$ cat config.mk
export PLATFORM = sky130hd
export DESIGN_NAME = spi_xcvr
export DESIGN_NICKNAME = d
export VERILOG_FILES = /design/src/rtl/spi_pkg.sv /design/src/rtl/spi_sync.sv /design/src/rtl/spi_clk_ctrl.sv /design/src/rtl/spi_shift.sv /design/src/rtl/spi_xcvr.sv
export SDC_FILE = /design/constraint.sdc
export NUM_CORES = 1
export LEC_CHECK = 0
export BUFFER_PORTS_ARGS = -buffer_cell sky130_fd_sc_hd__clkbuf_2
export CORE_UTILIZATION = 45
export CTS_CLUSTER_DIAMETER = 200
export DETAILED_ROUTE_END_ITERATION = 7
export HOLD_SLACK_MARGIN = 0.1
export PLACE_DENSITY = 0.67
export RECOVER_POWER = 100
export REMOVE_ABC_BUFFERS = 1
export SYNTH_ARGS = -nofsm -noshare
export SYNTH_HDL_FRONTEND = slang
export SYNTH_SLANG_ARGS = --single-unit
$ cat constraint.sdc
create_clock -name clk_i -period 2.3 [get_ports clk_i]
set_clock_uncertainty 0.05 [all_clocks]
set_input_delay 0.345 -clock clk_i [delete_from_list [all_inputs] [get_ports clk_i]]
set_output_delay 0.345 -clock clk_i [all_outputs]
set_load 0.005 [all_outputs]
$ cat src/rtl/spi_pkg.sv
package spi_pkg;
  localparam int DW = 8;

  localparam logic [1:0] ADDR_CFG  = 2'd0;
  localparam logic [1:0] ADDR_CFG2 = 2'd1;
  localparam logic [1:0] ADDR_DATA = 2'd2;
  localparam logic [1:0] ADDR_STAT = 2'd3;

  typedef enum logic [1:0] {
    ST_IDLE,
    ST_LEAD,
    ST_RUN,
    ST_TAIL
  } mstate_e;
endpackage

$ cat src/rtl/spi_sync.sv
module spi_sync #(
  parameter int            W   = 1,
  parameter logic [W-1:0]  RST = '0
) (
  input  logic         clk_i,
  input  logic         rst_ni,
  input  logic [W-1:0] d_i,
  output logic [W-1:0] q_o
);
  logic [W-1:0] s1_q, s2_q;

  always_ff @(posedge clk_i or negedge rst_ni) begin
    if (!rst_ni) begin
      s1_q <= RST;
      s2_q <= RST;
    end else begin
      s1_q <= d_i;
      s2_q <= s1_q;
    end
  end

  assign q_o = s2_q;
endmodule

$ cat src/rtl/spi_clk_ctrl.sv
module spi_clk_ctrl
  import spi_pkg::*;
#(
  parameter int DIV_W   = 2,
  parameter int MIN_LOG = 2,
  parameter int EDGES   = 16
) (
  input  logic             clk_i,
  input  logic             rst_ni,
  input  logic             start_i,
  input  logic             abort_i,
  input  logic [DIV_W-1:0] div_sel_i,
  output logic             edge_o,
  output logic             lead_o,
  output logic             phase_o,
  output logic             active_o
);
  localparam int HC_W = MIN_LOG + (1 << DIV_W);
  localparam int EC_W = $clog2(EDGES + 1);

  mstate_e          st_q;
  logic [HC_W-1:0]  cnt_q, half_m1;
  logic [EC_W-1:0]  edg_q;
  logic             phase_q;
  logic             tick;

  assign half_m1 = HC_W'((32'd1 << (MIN_LOG + int'(div_sel_i))) - 32'd1);
  assign tick    = (st_q != ST_IDLE) && (cnt_q == '0);
  assign edge_o  = tick && (st_q == ST_LEAD || st_q == ST_RUN);
  assign lead_o  = !phase_q;
  assign phase_o = phase_q;
  assign active_o = (st_q != ST_IDLE);

  always_ff @(posedge clk_i or negedge rst_ni) begin
    if (!rst_ni) begin
      st_q    <= ST_IDLE;
      cnt_q   <= '0;
      edg_q   <= '0;
      phase_q <= 1'b0;
    end else if (abort_i) begin
      st_q    <= ST_IDLE;
      cnt_q   <= '0;
      edg_q   <= '0;
      phase_q <= 1'b0;
    end else if (st_q == ST_IDLE) begin
      if (start_i) begin
        st_q  <= ST_LEAD;
        cnt_q <= half_m1;
        edg_q <= '0;
      end
    end else if (cnt_q != '0) begin
      cnt_q <= cnt_q - HC_W'(1);
    end else begin
      cnt_q <= half_m1;
      unique case (st_q)
        ST_LEAD: begin
          phase_q <= ~phase_q;
          edg_q   <= EC_W'(1);
          st_q    <= ST_RUN;
        end
        ST_RUN: begin
          phase_q <= ~phase_q;
          edg_q   <= edg_q + EC_W'(1);
          if (edg_q == EC_W'(EDGES - 1)) st_q <= ST_TAIL;
        end
        default: st_q <= ST_IDLE;
      endcase
    end
  end

  AST_PHASE_REST: assert property (@(posedge clk_i) disable iff (!rst_ni)
    (st_q == ST_IDLE) |-> !phase_q);
  AST_EDGE_BOUND: assert property (@(posedge clk_i) disable iff (!rst_ni)
    edg_q <= EC_W'(EDGES));
  AST_HALF_HOLD: assert property (@(posedge clk_i) disable iff (!rst_ni)
    (cnt_q != '0 && !abort_i) |=> $stable(phase_q));
endmodule

$ cat src/rtl/spi_shift.sv
module spi_shift #(
  parameter int W = 8
) (
  input  logic         clk_i,
  input  logic         rst_ni,
  input  logic         load_i,
  input  logic [W-1:0] tx_i,
  input  logic         lsb_i,
  input  logic         sample_i,
  input  logic         shift_i,
  input  logic         sdi_i,
  output logic         sdo_o,
  output logic         done_o,
  output logic [W-1:0] rx_next_o
);
  localparam int CW = $clog2(W + 1);

  logic [W-1:0]  tx_q, rx_q;
  logic [CW-1:0] cnt_q;

  assign sdo_o     = lsb_i ? tx_q[0] : tx_q[W-1];
  assign rx_next_o = lsb_i ? {sdi_i, rx_q[W-1:1]} : {rx_q[W-2:0], sdi_i};
  assign done_o    = sample_i && (cnt_q == CW'(W - 1));

  always_ff @(posedge clk_i or negedge rst_ni) begin
    if (!rst_ni) begin
      tx_q  <= '0;
      rx_q  <= '0;
      cnt_q <= '0;
    end else if (load_i) begin
      tx_q  <= tx_i;
      rx_q  <= '0;
      cnt_q <= '0;
    end else begin
      if (sample_i && cnt_q < CW'(W)) begin
        rx_q  <= rx_next_o;
        cnt_q <= cnt_q + CW'(1);
      end
      // first leading edge in phase-1 only presents bit 0, already on the line
      if (shift_i && cnt_q != '0 && cnt_q < CW'(W))
        tx_q <= lsb_i ? (tx_q >> 1) : (tx_q << 1);
    end
  end

  AST_CNT_CAP: assert property (@(posedge clk_i) disable iff (!rst_ni)
    cnt_q <= CW'(W));
  AST_DONE_SINGLE: assert property (@(posedge clk_i) disable iff (!rst_ni)
    (done_o && !load_i) |=> !done_o);
endmodule

$ cat src/rtl/spi_xcvr.sv
module spi_xcvr
  import spi_pkg::*;
#(
  parameter int DIV_W   = 2,
  parameter int MIN_LOG = 2
) (
  input  logic        clk_i,
  input  logic        rst_ni,
  input  logic [1:0]  addr_i,
  input  logic        wr_i,
  input  logic        rd_i,
  input  logic [7:0]  wdata_i,
  output logic [7:0]  rdata_o,
  input  logic        sck_i,
  output logic        sck_o,
  output logic        sck_oe_o,
  input  logic        mosi_i,
  output logic        mosi_o,
  output logic        mosi_oe_o,
  input  logic        miso_i,
  output logic        miso_o,
  output logic        miso_oe_o,
  input  logic        ss_i,
  output logic        ss_o,
  output logic        ss_oe_o
);
  localparam int EDGES = 2 * DW;

  logic en_q, mst_q, cpol_q, cpha_q, lsb_q, modf_en_q, ssoe_q;
  logic [DIV_W-1:0] div_q;
  logic [DW-1:0] tx_hold_q, rx_buf_q, rx_next;
  logic done_q, modf_q;

  logic ss_s, sck_s, mosi_s, miso_s;
  logic s_sel_q, sck_s_q;
  logic m_edge, m_lead, m_phase, m_active;
  logic s_sel, s_start, s_edge, s_lead;
  logic edge_ev, lead_ev, sample_ev, shift_ev;
  logic wr_data, rd_data, m_start, modf_hit, shift_done, sdo, busy;

  spi_sync #(.W(4), .RST(4'b1000)) u_sync (
    .clk_i  (clk_i),
    .rst_ni (rst_ni),
    .d_i    ({ss_i, sck_i, mosi_i, miso_i}),
    .q_o    ({ss_s, sck_s, mosi_s, miso_s})
  );

  assign wr_data  = wr_i && (addr_i == ADDR_DATA);
  assign rd_data  = rd_i && (addr_i == ADDR_DATA);
  assign modf_hit = en_q && mst_q && modf_en_q && !ssoe_q && !ss_s;
  assign m_start  = wr_data && en_q && mst_q && !m_active && !modf_hit;

  spi_clk_ctrl #(.DIV_W(DIV_W), .MIN_LOG(MIN_LOG), .EDGES(EDGES)) u_clk (
    .clk_i     (clk_i),
    .rst_ni    (rst_ni),
    .start_i   (m_start),
    .abort_i   (modf_hit || !(en_q && mst_q)),
    .div_sel_i (div_q),
    .edge_o    (m_edge),
    .lead_o    (m_lead),
    .phase_o   (m_phase),
    .active_o  (m_active)
  );

  // slave side: edges of the synchronized clock while selected
  assign s_sel   = en_q && !mst_q && !ss_s;
  assign s_start = s_sel && !s_sel_q;
  assign s_edge  = s_sel && s_sel_q && (sck_s != sck_s_q);
  assign s_lead  = (sck_s != cpol_q);

  always_ff @(posedge clk_i or negedge rst_ni) begin
    if (!rst_ni) begin
      s_sel_q <= 1'b0;
      sck_s_q <= 1'b0;
    end else begin
      s_sel_q <= s_sel;
      sck_s_q <= sck_s;
    end
  end

  assign edge_ev   = mst_q ? m_edge : s_edge;
  assign lead_ev   = mst_q ? m_lead : s_lead;
  assign sample_ev = edge_ev && (cpha_q ? !lead_ev : lead_ev);
  assign shift_ev  = edge_ev && (cpha_q ? lead_ev : !lead_ev);

  spi_shift #(.W(DW)) u_shift (
    .clk_i     (clk_i),
    .rst_ni    (rst_ni),
    .load_i    (m_start || s_start),
    .tx_i      (m_start ? wdata_i : tx_hold_q),
    .lsb_i     (lsb_q),
    .sample_i  (sample_ev),
    .shift_i   (shift_ev),
    .sdi_i     (mst_q ? miso_s : mosi_s),
    .sdo_o     (sdo),
    .done_o    (shift_done),
    .rx_next_o (rx_next)
  );

  always_ff @(posedge clk_i or negedge rst_ni) begin
    if (!rst_ni) begin
      en_q <= 1'b0; mst_q <= 1'b0; cpol_q <= 1'b0; cpha_q <= 1'b0; lsb_q <= 1'b0;
      modf_en_q <= 1'b0; ssoe_q <= 1'b0; div_q <= '0;
      tx_hold_q <= '0; rx_buf_q <= '0; done_q <= 1'b0; modf_q <= 1'b0;
    end else begin
      if (wr_i && addr_i == ADDR_CFG) begin
        en_q   <= wdata_i[0];
        mst_q  <= wdata_i[1];
        cpol_q <= wdata_i[2];
        cpha_q <= wdata_i[3];
        lsb_q  <= wdata_i[4];
      end
      if (wr_i && addr_i == ADDR_CFG2) begin
        modf_en_q <= wdata_i[0];
        ssoe_q    <= wdata_i[1];
        div_q     <= wdata_i[3 +: DIV_W];
      end
      if (wr_data) tx_hold_q <= wdata_i;
      if (shift_done) begin
        rx_buf_q <= rx_next;
        done_q   <= 1'b1;
      end else if (rd_data) begin
        done_q <= 1'b0;
      end
      if (modf_hit) begin
        modf_q <= 1'b1;
        mst_q  <= 1'b0;
      end else if (wr_i && addr_i == ADDR_STAT && wdata_i[5]) begin
        modf_q <= 1'b0;
      end
    end
  end

  assign busy = m_active || s_sel;

  always_comb begin
    unique case (addr_i)
      ADDR_CFG:  rdata_o = {3'b000, lsb_q, cpha_q, cpol_q, mst_q, en_q};
      ADDR_CFG2: rdata_o = {3'b000, div_q, 1'b0, ssoe_q, modf_en_q};
      ADDR_DATA: rdata_o = rx_buf_q;
      default:   rdata_o = {done_q, 1'b0, modf_q, 4'b0000, busy};
    endcase
  end

  assign sck_o     = cpol_q ^ m_phase;
  assign sck_oe_o  = en_q && mst_q;
  assign mosi_o    = sdo;
  assign mosi_oe_o = en_q && mst_q;
  assign miso_o    = sdo;
  assign miso_oe_o = s_sel;
  assign ss_o      = !m_active;
  assign ss_oe_o   = en_q && mst_q && modf_en_q && ssoe_q;

  AST_PIN_EXCL: assert property (@(posedge clk_i) disable iff (!rst_ni)
    !(sck_oe_o && miso_oe_o));
  AST_MODF_DROP: assert property (@(posedge clk_i) disable iff (!rst_ni)
    modf_hit |=> (!mst_q && modf_q && !sck_oe_o));
  AST_SS_EDGE: assert property (@(posedge clk_i) disable iff (!rst_ni)
    (ss_oe_o && m_edge) |-> !ss_o);
  AST_DONE_HOLD: assert property (@(posedge clk_i) disable iff (!rst_ni)
    (done_q && !rd_data) |=> done_q);
endmodule

# Yosys cells after proc, flatten, opt, wreduce, memory -nomap -nowiden
# Cells that the tools add are included.
# op_classes
addsub	5
magnitude_cmp	1
eq_ne	14
shifts	1
n_mux	41
bitwise_logic	2
n_reduce_logical	58
# ops
cell	count
8-bit 2-to-1 mux	7
1-bit by 32-bit left shift with 6-bit output (first input constant)	1
1-bit logical AND	28
6-bit 2-to-1 mux	4
8-bit case mux with 3 select lines	1
5-bit 2-to-1 mux	4
1-bit 2-to-1 mux	16
2-bit nonzero test	7
6-bit by 1-bit subtractor with 6-bit output (second input constant)	2
2-bit 2-to-1 mux	5
5-bit case mux with 2 select lines	1
1-bit zero test	9
3-bit AND reduction	3
4-bit 2-to-1 mux	2
4-bit nonzero test	2
2-bit == test (second input constant)	3
6-bit zero test	1
6-bit nonzero test	1
5-bit by 1-bit adder with 5-bit output (second input constant)	1
5-bit by 4-bit == test with 1-bit output (second input constant)	1
4-bit by 1-bit adder with 4-bit output (second input constant)	1
2-bit by 1-bit == test with 1-bit output (second input constant)	2
4-bit by 3-bit == test with 1-bit output (second input constant)	1
2-bit zero test	2
other kinds (12)	17
# word_totals
register_bits	71
output_inout_bits	16
wordCells	145

# Depth between registers and ports, before layout
# depth
ltp_word	11
depth_mapped	8
depth_no_buf	7

# Modules after synthesis
# From an unflattened synthesis, not the netlist that was laid out.
# unflattened
hier_cells	341
hier_area_um2	3846.2
# modules_own_cells
module	n_inst	cells_per_inst	area_per_inst_um2	seq_area_each_um2
spi_xcvr	1	119	1522.7	725.7
spi_shift	1	112	1164.9	500.5
spi_clk_ctrl	1	102	955.9	350.3
spi_sync	1	8	202.7	202.7

# Worst setup path before layout
# Ideal clock, no wire load.
# synth_path
path_type	flip-flop to flip-flop
start	register u_clk.st_q[0]
end	register u_shift.tx_q[7]
setup_ps	125
t_arrival_ps	1953
setup_slack_ps	172
stages_incl_launch_ff	8
path_buffers	0
period_less_slack_ps	2128
path_cell_list	dfrtp_1 -> inv_1 -> ha_1 -> nand4b_1 -> a211oi_1 -> nor2_2 -> o31ai_4 -> mux2_4
# synth_lines
element	line_no	source
start: declaration	spi_clk_ctrl.sv:21	mstate_e st_q;
start signal: assignment	spi_clk_ctrl.sv:36	st_q <= ST_IDLE;
start signal: assignment	spi_clk_ctrl.sv:41	st_q <= ST_IDLE;
start signal: assignment	spi_clk_ctrl.sv:47	st_q <= ST_LEAD;
2-bit nonzero test *	spi_clk_ctrl.sv:32	assign active_o = (st_q != ST_IDLE);
1-bit zero test *	--	
via ss_o	spi_xcvr.sv:24	output logic ss_o,
1-bit logical AND * (2 in a row)	spi_xcvr.sv:51	assign m_start = wr_data && en_q && mst_q && !m_active && !modf_hit;
8-bit 2-to-1 mux or 1-bit logical OR (tied branches)	spi_xcvr.sv:90, spi_xcvr.sv:89	
8-bit 2-to-1 mux or 2-bit nonzero test (tied branches)	--	
end signal: assignment	spi_shift.sv:31	tx_q <= tx_i;
end signal: assignment	spi_shift.sv:41	tx_q <= lsb_i ? (tx_q >> 1) : (tx_q << 1);
end: declaration	spi_shift.sv:18	logic [W-1:0] tx_q, rx_q;
# Mark *: on every way through the listed nets, which the timed path passes. The rest lies on a longest branch.
# A chain may end at the register's enable or synchronous reset.

# Final worst setup path
# layout_path
start	register mst_q
end	output port rdata_o[0]
# layout_between
elab_chain_len	5
# layout_lines
element	line_no	source
start: declaration	spi_xcvr.sv:29	logic en_q, mst_q, cpol_q, cpha_q, lsb_q, modf_en_q, ssoe_q;
start signal: assignment	spi_xcvr.sv:108	mst_q <= wdata_i[1];
1-bit zero test	spi_xcvr.sv:66	assign s_sel = en_q && !mst_q && !ss_s;
1-bit logical AND (2 in a row)	spi_xcvr.sv:66	
1-bit logical OR	spi_xcvr.sv:134	assign busy = m_active || s_sel;
8-bit case mux with 3 select lines	spi_xcvr.sv:137	unique case (addr_i)
end: declaration	spi_xcvr.sv:13	output logic [7:0] rdata_o,
# Every way passes these cells.

==> reports/metrics.cfg <==
[final_layout]
antennaDiodeCount = 0
finalNonFillerCells = 492
layout.cell_area.non_filler_um2 = 4310
final_net_count = 412
commonest_cells_after_routing_fill_and_taps_aside = 69 x sky130_fd_sc_hd__dfrtp_1, 33 x sky130_fd_sc_hd__mux2_2, 25 x sky130_fd_sc_hd__clkbuf_2
final_layout_size_suffix_gt1_frac = 0.290
syn2layout_area_growth_pct = 16.1
finalCoreUtilization = 0.550
most_common_cell_after_layout_fill_and_taps_aside = sky130_fd_sc_hd__dfrtp_1

[setup_path]
reg2reg_setup_slack_ps = 160
worstPathArrival_ps = 1750
criticalPathCategory = flop to output port
timing.rr.start = u_clk.cnt_q[2]$_DFFE_PN0P_
type_of_element_launching_the_critical_path = flop
endpoint_kind = output port
critical_path_peak_fanout = 9
critPathRequiredTime_ps = 1900
worst_r2r_path_depth = 5
critical_path.reg2reg.endpoint = u_shift.tx_q[7]$_DFFE_PN0P_

[timing]
period_needed_ps = 2140
timing.final.max_slew_violations = 0
report.final.hold_viol_count = 0
achievable-frequency_mhz = 467
setup-violations-final = 0
fin_crit_sh = 0.932
rsz_0062_raised_after_global_routing = no
slew_headroom = 0.140
worst-slew-pin-transition_ps = 1290

[global_routing]
grt_antenna_before_repair = 0
vias_in_the_first_global_route = 2698
grt_overflow_total = 0
grt_start_max_net_pins = 41
grt_use_total = 0.207
grt_first_pass_wirelength_um = 13500

[floorplan]
coreArea_um2 = 7850
rows = 32
fp.dieH_um = 92.9
dieArea_um2 = 8620
initial_core_util = 0.473
dieWidth_um = 92.9
num_io_pins = 34

[clock_network]
cts_root_buffer = sky130_fd_sc_hd__clkbuf_8
cts_buffers = 9
cts.sink_count = 71
worst_path_clk_slew_ps = 80
clock_tree.htree_level_count = 3
buffer_depth_of_the_longest_clock_path = 2
tritoncts = yes
clkLatencyLatePin_ps = 350
post-cts-setup-buffers = 0

[drt]
vias = 2730
detail_route.wl_per_cell_um = 16.8
finalWirelength_um = 8260
drc = 0
detail_route.iter0.violations = 113
drt_first_pass_iters = 5
drt.antenna.violating_nets = 0
avgViaCountPerCell = 5.55

[logic_synthesis]
synth_cells = 328
main_synth_ff_type = sky130_fd_sc_hd__dfrtp_1
synth_area_um2 = 3710
netlist-cell-type-count = 63
synth_edf_count = 0
synth_seq_cells = 71
synth_warnings = 0
ys_seq_area_frac = 0.479
async_flop_share = 1.00
synth_area_per_cell_um2 = 11.3

[power]
power-per-cell-area_nw_per_um2 = 843
static-leakage-power_nw = 1.98
irDropWorstVdd_mv = 0.464

[run_status]
run_status = completed

[run]
timing.max_cap.violations = 0

[place]
placed_cells = 471
place.gp.congestion = 0.847
placement.io_buffers = 33
dpl.hpwl_um = 5970
post_dp_cell_area_um2 = 4110

[min_path]
min-delay-start = wdata_i[6]
timing.hold.worst.class = primary input to flop
hold_path_depth = 2
whs_endpoint = tx_hold_q[6]$_DFFE_PN0N_

==> critical path, stage by stage (launching register included) <==
cell	delay, ps
sky130_fd_sc_hd__dfrtp_1	500
sky130_fd_sc_hd__nor3b_1	340
sky130_fd_sc_hd__buf_4	190
sky130_fd_sc_hd__o221ai_1	110
sky130_fd_sc_hd__o21ai_0	110
sky130_fd_sc_hd__clkbuf_2	150
==> worst max path at each step <==
stage	start	end	slack, ps	cells past startpoint
after floorplan	u_clk.st_q[0]$_DFFE_PN0P_	u_shift.tx_q[7]$_DFFE_PN0P_	-560	7
after detailed placement	u_clk.cnt_q[2]$_DFFE_PN0P_	u_shift.tx_q[1]$_DFFE_PN0P_	160	6
after global routing	mst_q$_DFFE_PN0P_	rdata_o[0]	9	5
after CTS	lsb_q$_DFFE_PN0P_	miso_o	130	2
final	mst_q$_DFFE_PN0P_	rdata_o[0]	160	5
after global placement	u_clk.cnt_q[2]$_DFFE_PN0P_	u_shift.tx_q[1]$_DFFE_PN0P_	230	6
==> metrics by stage <==
| step | power (mW) | setup TNS (ps) | hold slack [ps] | setup WS, ps |
|---|---|---|---|---|
| after global routing | 3.84 | 0 | 181 | 8.78 |
| final | 3.63 | 0 | 197 | 157 |
| after CTS | 3.70 | 0 | 190 | 127 |
| after floorplan | 2.28 | -6080 | -0.591 | -564 |
| after global placement | 2.64 | 0 | 283 | 233 |
| after detailed placement | 2.68 | 0 | 286 | 156 |
==> per-layer routing <==
layer  up-vias  GRT usage  part of all wire
met5         -          0                 0
met4         0     0.0615            0.0084
met3         5     0.0501             0.050
met2        67      0.329              0.47
met1      1342      0.280              0.47
li1       1316          -                 -
==> final cells by class <==
type,instances,area (um2)
multi-input cells,227,1790
clock inverters,5,57.6
repair buffers,59,349
well taps,102,128
inverters,17,63.8
clock buffers,11,141
flip-flops and latches,71,1780
fillers,737,3530
==> synth_stat cells, types with 2 or more instances <==
cell / count / area share
sky130_fd_sc_hd__nand4b_1: 2 / 0.0047
sky130_fd_sc_hd__xor2_1: 3 / 0.0071
sky130_fd_sc_hd__nand3_1: 3 / 0.0040
sky130_fd_sc_hd__and2_1: 2 / 0.0034
sky130_fd_sc_hd__ha_1: 9 / 0.030
sky130_fd_sc_hd__a211oi_1: 8 / 0.016
sky130_fd_sc_hd__nor2b_1: 7 / 0.012
sky130_fd_sc_hd__a31oi_1: 6 / 0.010
sky130_fd_sc_hd__and2b_2: 2 / 0.0047
sky130_fd_sc_hd__dfstp_2: 2 / 0.014
sky130_fd_sc_hd__a21o_1: 3 / 0.0061
sky130_fd_sc_hd__mux2i_1: 18 / 0.049
sky130_fd_sc_hd__nand2_1: 22 / 0.022
sky130_fd_sc_hd__xnor2_1: 2 / 0.0047
sky130_fd_sc_hd__buf_1: 2 / 0.0020
sky130_fd_sc_hd__nand3b_1: 2 / 0.0040
sky130_fd_sc_hd__nor3b_1: 3 / 0.0061
sky130_fd_sc_hd__dfrtp_1: 69 / 0.46
sky130_fd_sc_hd__clkbuf_1: 6 / 0.0061
sky130_fd_sc_hd__inv_1: 17 / 0.017
sky130_fd_sc_hd__o22a_2: 3 / 0.0081
sky130_fd_sc_hd__a21oi_1: 13 / 0.018
sky130_fd_sc_hd__buf_2: 2 / 0.0027
sky130_fd_sc_hd__o211ai_1: 4 / 0.0081
sky130_fd_sc_hd__nand4_1: 2 / 0.0034
sky130_fd_sc_hd__a221oi_1: 2 / 0.0047
sky130_fd_sc_hd__o21ai_0: 13 / 0.018
sky130_fd_sc_hd__buf_4: 2 / 0.0040
sky130_fd_sc_hd__o31ai_1: 2 / 0.0040
sky130_fd_sc_hd__a22o_1: 3 / 0.0071
sky130_fd_sc_hd__nor3_1: 3 / 0.0040
sky130_fd_sc_hd__a31o_2: 7 / 0.017
sky130_fd_sc_hd__and3_1: 10 / 0.017
sky130_fd_sc_hd__nor2_1: 13 / 0.013
sky130_fd_sc_hd__mux2_2: 33 / 0.10
==> flip-flops by register name, summed over array words and instances (netlist names), 5 cells and up <==
signal / count
rx_buf_q: 8
u_shift.rx_q: 8
tx_hold_q: 8
u_shift.tx_q: 8
u_clk.edg_q: 5
u_clk.cnt_q: 6
==> cell families (layout without fill, tap and decap cells) <==
family / Yosys count / count (layout) / synth area share
muxes: 53 / 53 / 0.156
adders and majority gates: 9 / 9 / 0.0303
xor gates and xnor gates: 6 / 6 / 0.0162
AOI/OAI and AO/OA: 77 / 77 / 0.150
DFF: 71 / 71 / 0.479
and+or+nand+nor: 82 / 82 / 0.133
buffers and inverters: 30 / 92 / 0.0357
==> repair_timing <==
| item | CTS | global route |
|---|---|---|
| resized for setup | 0 | 0 |
| hold buffers | 5 | 0 |
| hold endpoints to repair | 23 | 0 |
==> where the power goes <==
part	switching [mW]	internal, mW	leakage [nW]
Combinational	0.536	0.470	0.978
Clock	0.471	0.529	0.0916
Sequential	0.199	1.43	0.912
Total	1.21	2.43	1.98
Note: power is estimated with default switching activity, not from simulation.
